[src/rtl/adcEmuPkg.sv]
package adcEmuPkg;

  // Strobes and enables passed from the control to the datapath.
  typedef struct packed {
    logic capture;  // chip select seen falling: load both frames
    logic advance;  // counted serial-clock fall: shift one bit
    logic abort;    // chip select seen rising: drop the frame
    logic enA;      // line A is being driven
    logic enB;      // line B is being driven
  } ctrlStrobes_t;

endpackage

[src/rtl/adcEmuEdges.sv]
module adcEmuEdges (
  input  logic clk,
  input  logic rstN,
  input  logic csN,
  input  logic sclk,
  output logic csFall,
  output logic csRise,
  output logic sclkFall
);

  logic csPrev;
  logic sclkPrev;

  always_ff @(posedge clk) begin
    if (!rstN) begin
      csPrev   <= 1'b1;
      sclkPrev <= 1'b1;
    end else begin
      csPrev   <= csN;
      sclkPrev <= sclk;
    end
  end

  always_comb begin
    csFall   = csPrev & ~csN;
    csRise   = ~csPrev & csN;
    sclkFall = sclkPrev & ~sclk;
  end

endmodule

[src/rtl/adcEmuCtrl.sv]
module adcEmuCtrl
  import adcEmuPkg::*;
#(
  parameter int FRAME_LEN = 16
) (
  input  logic         clk,
  input  logic         rstN,
  input  logic         csN,
  input  logic         csFall,
  input  logic         csRise,
  input  logic         sclkFall,
  output ctrlStrobes_t strobes
);

  localparam int TOTAL_LEN = 2 * FRAME_LEN;
  localparam int CNT_W     = $clog2(TOTAL_LEN + 1);
  localparam logic [CNT_W-1:0] TOTAL_C = CNT_W'(TOTAL_LEN);
  localparam logic [CNT_W-1:0] FRAME_C = CNT_W'(FRAME_LEN);

  logic [CNT_W-1:0] fallCnt;
  logic             active;
  logic             doAdvance;

  // A fall in the cycle chip select drops is not counted: active is still low.
  always_comb begin
    doAdvance = active & ~csN & sclkFall & ~csFall & ~csRise & (fallCnt < TOTAL_C);
  end

  always_ff @(posedge clk) begin
    if (!rstN) begin
      fallCnt <= '0;
      active  <= 1'b0;
    end else if (csRise) begin
      fallCnt <= '0;
      active  <= 1'b0;
    end else if (csFall) begin
      fallCnt <= '0;
      active  <= 1'b1;
    end else if (doAdvance) begin
      fallCnt <= fallCnt + CNT_W'(1);
    end
  end

  always_comb begin
    strobes.capture = csFall;
    strobes.advance = doAdvance;
    strobes.abort   = csRise;
    strobes.enA     = active & (fallCnt < TOTAL_C);
    strobes.enB     = active & (fallCnt < FRAME_C);
  end

endmodule

[src/rtl/adcEmuData.sv]
module adcEmuData
  import adcEmuPkg::*;
#(
  parameter int DATA_W      = 12,
  parameter int LEAD_ZEROS  = 2,
  parameter int TRAIL_ZEROS = 2
) (
  input  logic              clk,
  input  logic              rstN,
  input  ctrlStrobes_t      strobes,
  input  logic [DATA_W-1:0] sampleA,
  input  logic [DATA_W-1:0] sampleB,
  output logic              doutA,
  output logic              doutB
);

  localparam int FRAME_LEN = LEAD_ZEROS + DATA_W + TRAIL_ZEROS;
  localparam int TOTAL_LEN = 2 * FRAME_LEN;

  logic [TOTAL_LEN-1:0] shiftA;
  logic [FRAME_LEN-1:0] shiftB;
  logic [FRAME_LEN-1:0] frameA;
  logic [FRAME_LEN-1:0] frameB;

  always_comb begin
    frameA = {{LEAD_ZEROS{1'b0}}, sampleA, {TRAIL_ZEROS{1'b0}}};
    frameB = {{LEAD_ZEROS{1'b0}}, sampleB, {TRAIL_ZEROS{1'b0}}};
  end

  always_ff @(posedge clk) begin
    if (!rstN || strobes.abort) begin
      shiftA <= '0;
      shiftB <= '0;
    end else if (strobes.capture) begin
      shiftA <= {frameA, frameB};
      shiftB <= frameB;
    end else if (strobes.advance) begin
      shiftA <= {shiftA[TOTAL_LEN-2:0], 1'b0};
      shiftB <= {shiftB[FRAME_LEN-2:0], 1'b0};
    end
  end

  always_comb begin
    doutA = strobes.enA & shiftA[TOTAL_LEN-1];
    doutB = strobes.enB & shiftB[FRAME_LEN-1];
  end

endmodule

[src/rtl/adcDualPortEmu.sv]
module adcDualPortEmu
  import adcEmuPkg::*;
#(
  parameter int DATA_W      = 12,
  parameter int LEAD_ZEROS  = 2,
  parameter int TRAIL_ZEROS = 2
) (
  input  logic              clk,
  input  logic              rstN,
  input  logic              csN,
  input  logic              sclk,
  input  logic [DATA_W-1:0] sampleA,
  input  logic [DATA_W-1:0] sampleB,
  output logic              doutA,
  output logic              doutB,
  output logic              oeA,
  output logic              oeB
);

  localparam int FRAME_LEN = LEAD_ZEROS + DATA_W + TRAIL_ZEROS;

  logic         csFall;
  logic         csRise;
  logic         sclkFall;
  ctrlStrobes_t strobes;

  adcEmuEdges edges_i (
    .clk      (clk),
    .rstN     (rstN),
    .csN      (csN),
    .sclk     (sclk),
    .csFall   (csFall),
    .csRise   (csRise),
    .sclkFall (sclkFall)
  );

  adcEmuCtrl #(.FRAME_LEN(FRAME_LEN)) ctrl_i (
    .clk      (clk),
    .rstN     (rstN),
    .csN      (csN),
    .csFall   (csFall),
    .csRise   (csRise),
    .sclkFall (sclkFall),
    .strobes  (strobes)
  );

  adcEmuData #(
    .DATA_W      (DATA_W),
    .LEAD_ZEROS  (LEAD_ZEROS),
    .TRAIL_ZEROS (TRAIL_ZEROS)
  ) data_i (
    .clk     (clk),
    .rstN    (rstN),
    .strobes (strobes),
    .sampleA (sampleA),
    .sampleB (sampleB),
    .doutA   (doutA),
    .doutB   (doutB)
  );

  always_comb begin
    oeA = strobes.enA;
    oeB = strobes.enB;
  end

endmodule

[config.mk]
export PLATFORM = sky130hd
export DESIGN_NAME = adcDualPortEmu
export DESIGN_NICKNAME = d
export VERILOG_FILES = /design/src/rtl/adcEmuPkg.sv /design/src/rtl/adcEmuEdges.sv /design/src/rtl/adcEmuCtrl.sv /design/src/rtl/adcEmuData.sv /design/src/rtl/adcDualPortEmu.sv
export SDC_FILE = /design/constraint.sdc
export NUM_CORES = 1
export LEC_CHECK = 0
export ABC_AREA = 0
export BUFFER_PORTS_ARGS = -buffer_cell sky130_fd_sc_hd__buf_4
export CAP_MARGIN = 20
export CORE_ASPECT_RATIO = 1.5
export CORE_UTILIZATION = 51
export DETAILED_ROUTE_END_ITERATION = 10
export GPL_ROUTABILITY_DRIVEN = 1
export PLACE_DENSITY = 0.75
export SLEW_MARGIN = 20
export SYNTH_ARGS = -nofsm -noshare
export SYNTH_HDL_FRONTEND = slang
export SYNTH_HIERARCHICAL = 1
export SYNTH_SLANG_ARGS = --single-unit
[constraint.sdc]
create_clock -name clk -period 2.1 [get_ports clk]
set_input_delay 0.315 -clock clk [delete_from_list [all_inputs] [get_ports clk]]
set_output_delay 0.315 -clock clk [all_outputs]
set_load 0.1 [all_outputs]
After elaboration in Yosys (flattened, before gate mapping):

Index checks and enable logic that the tools add are counted.

* add/subtract/negate cells: 1
* $lt $le $gt $ge: 2
* muxes and demuxes: 4
* bitwise gates (word level): 18
* reduce and logical (&&, ||, !) cells: 6

Operators by type and width (count)
* $mux W30: 2
* $mux W14: 2
* $and A1 B1 Y1: 12
* $add A6 B1 Y6 const B: 1
* $lt A6 B5 Y1 const B: 1
* $lt A6 B6 Y1 const B: 1
* $not A1 Y1: 6
* $reduce_or A2 Y1: 2
* $reduce_or A3 Y1: 1
* $reduce_bool A2 Y1: 1
* $logic_not A1 Y1: 1
* $logic_or A1 B1 Y1: 1

* register bits: 53
* input bits: 28
* output and inout port bits: 4

Longest topological paths before layout:

* word-level depth: 8
* gate-level depth with buffers: 9

Modules after synthesis:

Netlist, hierarchy kept.

By module, submodules not included
* adcEmuData: instances 1, cells an instance 175, area an instance 1866.8 um2
* adcEmuCtrl: instances 1, cells an instance 45, area an instance 376.6 um2
* adcEmuEdges: instances 1, cells an instance 7, area an instance 71.3 um2

Worst setup path after synthesis:

OpenSTA, ideal clock, no wires.

* path kind: reg2out
* from: reg ctrl_i.fallCnt[5]
* to: out doutB
* arrival: 2782 ps
* data required time: 1785 ps
* slack: -997 ps
* stages on the path, launching flop included: 5
* buffers on the path: 1
* cells stage by stage: dfxtp_1 -> nand2b_1 -> buf_4 -> nor2_1 -> and2_1

* word-level cells in the longest chain between the ends: 3

Ends and longest elaborated chain
* start, declared: RTL line adcEmuCtrl.sv:20 `logic [CNT_W-1:0] fallCnt;`
* start signal, assigned: RTL line adcEmuCtrl.sv:40 `fallCnt <= fallCnt + CNT_W'(1);`
* $lt A6 B5 Y1: RTL line adcEmuCtrl.sv:49 `strobes.enB = active & (fallCnt < FRAME_C);`
* $and A1 B1 Y1: RTL line adcEmuCtrl.sv:49
* net oeB: RTL line adcDualPortEmu.sv:17 `output logic oeB`
* $and A1 B1 Y1: RTL line adcEmuData.sv:45 `doutB = strobes.enB & shiftB[FRAME_LEN-1];`
* end, declared: RTL line adcDualPortEmu.sv:15 `output logic doutB,`

The timed path passes the listed nets, and every way through them passes these cells.

Worst setup path in the final report:

* from: reg ctrl_i.fallCnt[5]
* to: out doutB

* word-level cells in the longest chain between the ends: 3

Ends and longest elaborated chain (RTL line)
* $lt A6 B5 Y1: adcEmuCtrl.sv:49
* $and A1 B1 Y1: adcEmuCtrl.sv:49
* $and A1 B1 Y1: adcEmuData.sv:45

No other way between the ends.

==> parameters.txt <==
Parameter                              Value

Setup path
  Startpoint of the most critical register-to-register path    edges_i/csPrev
  Worst setup path startpoint    ctrl_i/fallCnt[5]
  Largest fanout on the critical path    8
  Classification of the worst setup path    reg2out
  CP startpoint kind    flop
  Req. time, crit path    1.78 ns
  Element type at the critical path end    output port
  R2R cell count    5
  Data arrival time at the worst-slack endpoint    1.67 ns

Routing
  Number of vias per cell after detailed routing    5.688
  First-pass DRT Iterations    7
  Routed Wire Length    4.106 mm
  Via count    1695
  Per-cell routed wire length    13.78 um
  DRC    6
  Number of design-rule violations left by the first detailed-router iteration    51
  Antenna Violating Nets Remaining    0

Status
  Violated checks    design-rule violations
  Run status    complete, but fails checks

Logic synthesis
  Share of the synthesized area in compound gates (AO/OA/AOI/OAI)    0.1416
  Mean Syn Cell Area    10.20 sq um
  Number of cells produced by synthesis    227
  Post-synthesis share of cell area spent on and, or, nand and nor gates    0.1595
  Syn_nets    256
  Largest family of logic cells by synthesized area    multiplexers
  Total of warnings raised by yosys    6
  Multiplexer fraction of the synthesized cell area    0.1730
  Count of different cell masters after synthesis    27
  Share of async-settable or async-resettable flops after synthesis    0
  Most common flop cell mapped by yosys    dfxtp_1
  Synth Area in Adders    0.005405
  Portion of the post-synthesis area used by sequential elements    0.4497
  Register bit count reported by yosys    52
  Synth Area in XOR/XNOR    0
  Synth Cell Area    2315 sq um
  Post-synth EDFFs    0

Clock tree
  Clock-pin slew on the worst setup and hold paths    0.09 ns
  Buffer count from post-CTS setup fixing    0
  Clock buffer count from CTS    5
  Clock latency of the later-clocked register in the worst-skew pair    0.30 ns
  CTS tree    done
  Total number of H-tree levels    2
  Number of clock sinks    52
  CTS Hold Bufs    0
  Maximum clock path buffer count    2
  Root Buffer Master    clkbuf_8
  Post-cts gate resize count    0

Floorplanning
  Placement Rows    29
  Std-Cell Core Area    4282 sq um
  Die span in y    84.51 um
  Ports placed on the boundary    32
  Horizontal die dimension    57.01 um
  Starting density of the core    0.5406
  Die Area    4817 sq um

GRT
  Via count of the first global-routing pass    1752
  Largest net degree at the start of global routing    36
  Total global routing overflow    0
  Global-route total usage across every layer    0.1980
  Initial antenna violation count    0
  Global-route wire length before repair    7.527 mm

STA
  Worst Skew    0.005831 ns
  Summed negative setup slack over all endpoints    0 ns
  Fmax    503.1 MHz
  Setup WS post-layout    0.1125 ns
  Final period util    0.9464
  Setup repair after global routing missed its margin    no
  Finish-stage setup viols    0
  Final hold violation count    0
  Pin slew with the least headroom to its limit    0.9640 ns
  Worst hold margin    0.2123 ns
  Final number of max-transition violations    0
  Clock period minus final worst setup slack    1.988 ns
  Worst rel slew slack    0.3566

Layout
  Net count, final    280
  Fraction of layout cells with a size suffix above 1    0.2063
  Core occupancy in the finished layout    0.6236
  Syn-to-layout area delta    15.35%
  Count of inserted antenna diode cells    0

Placed design
  Routability congestion estimate    0.7008
  Half-perimeter wire length after detailed placement    2.773 mm
  Port-buffer cells    31
  Pre-CTS worst setup slack    0.09864 ns

Power
  Peak supply drop    479.2 uV
  Areal power density over the cells    738.7 nW/um^2
  Static Leak    0.9031 nW

Min path
  Worst hold start    sclk
  Class of the worst hold path    in2reg
  Worst Hold Depth    2

Job
  Number of violations of the max-capacitance limit    0
[flip-flops by register name, summed over array words and instances (netlist names)]
name and cells:
edges_i/csPrev 1, ctrl_i/fallCnt 6, data_i/shiftB 13, edges_i/sclkPrev 1
data_i/shiftA 30, ctrl_i/active 1
[logic make-up after synthesis]
| group | after synthesis |
|---|---|
| compound gates | 47 |
| fa+ha+maj | 1 |
| buf+inv | 26 |
| flops | 52 |
| mux | 40 |
| simple gates | 61 |
[report_power, final]
| group | switching [mW] | internal, mW | leakage, nW |
|---|---|---|---|
| Combinational | 0.127 | 0.110 | 0.421 |
| Sequential | 0.0281 | 1.04 | 0.427 |
| Clock | 0.314 | 0.354 | 0.0552 |
[per-layer routing]
metal  part of all wire  global-route usage
met1               0.44              0.2214
met2               0.50              0.3465
met3              0.031             0.04314
met4              0.026             0.09978
met5                  0                   0
[cell usage in the layout, fill, tap and decap left out]
cell type,synthesis,final
or4b_1,1,1
and2_2,0,2
clkinv_2,0,1
nand3_1,3,3
bufinv_16,0,1
nand2_1,1,1
buf_12,0,2
o31ai_1,3,3
nor2b_1,26,26
nor3b_1,1,1
nor4b_1,1,1
nor2_1,11,9
a21oi_1,8,8
and4_1,1,1
o21ai_0,2,2
dfxtp_1,52,52
a211oi_1,34,34
clkbuf_1,9,1
nand2b_1,6,6
inv_1,4,3
clkinvlp_4,0,1
nor2_4,0,2
or4_1,3,3
nand4_1,1,1
or3b_1,2,2
or3b_2,1,1
mux2i_1,40,40
ha_1,1,1
buf_4,5,37
clkbuf_8,0,5
or3_1,1,1
[layout make-up]
cell class / instances / area [sq um]
Clock buffer: 6 / 72.57
Clock inverter: 2 / 35.03
Fill cell: 391 / 1612
Inverter: 4 / 18.77
Multi-Input combinational cell: 149 / 1127
Sequential cell: 52 / 1041
Tap cell: 46 / 57.56
Timing Repair Buffer: 39 / 317.8
[critical path, cell delays in order (launching register included)]
cell and delay, ns:
dfxtp_1 0.32, nand2b_1 0.31, buf_4 0.25, nor2_4 0.08
and2_2 0.14, buf_4 0.28
[metrics by stage]
stage,cells,total power [mW],instance area [sq um]
floorplan,227,1.254,2328
global placement,290,1.324,2562
detailed placement,290,1.329,2562
CTS,298,1.995,2670
global route,298,2.065,2670
finish,298,1.972,2670
[path summary, 6_finish.rpt]
| path | endpoint | slack, ns |
|---|---|---|
| worst max register to register | ctrl_i/fallCnt[3] | 0.20 |
| worst min-delay path | edges_i/sclkPrev | 0.21 |
| worst min register to register | ctrl_i/fallCnt[5] | 0.45 |
| worst max-delay path | doutB | 0.11 |
[Yosys cell counts, drive strengths merged, types with 2 or more instances]
cell type  instances  area share
a211oi            34        0.11
a21oi              8       0.017
and2               2      0.0054
buf               13       0.050
clkbuf             9       0.015
dfxtp             52        0.45
inv                4      0.0065
mux2i             40        0.17
nand2b             6       0.016
nand3              3      0.0065
nor2              11       0.018
nor2b             26       0.070
o21ai              2      0.0043
o31ai              3      0.0097
or3b               3       0.011
or4                3      0.0097
Power figures use the tool's default switching activity.
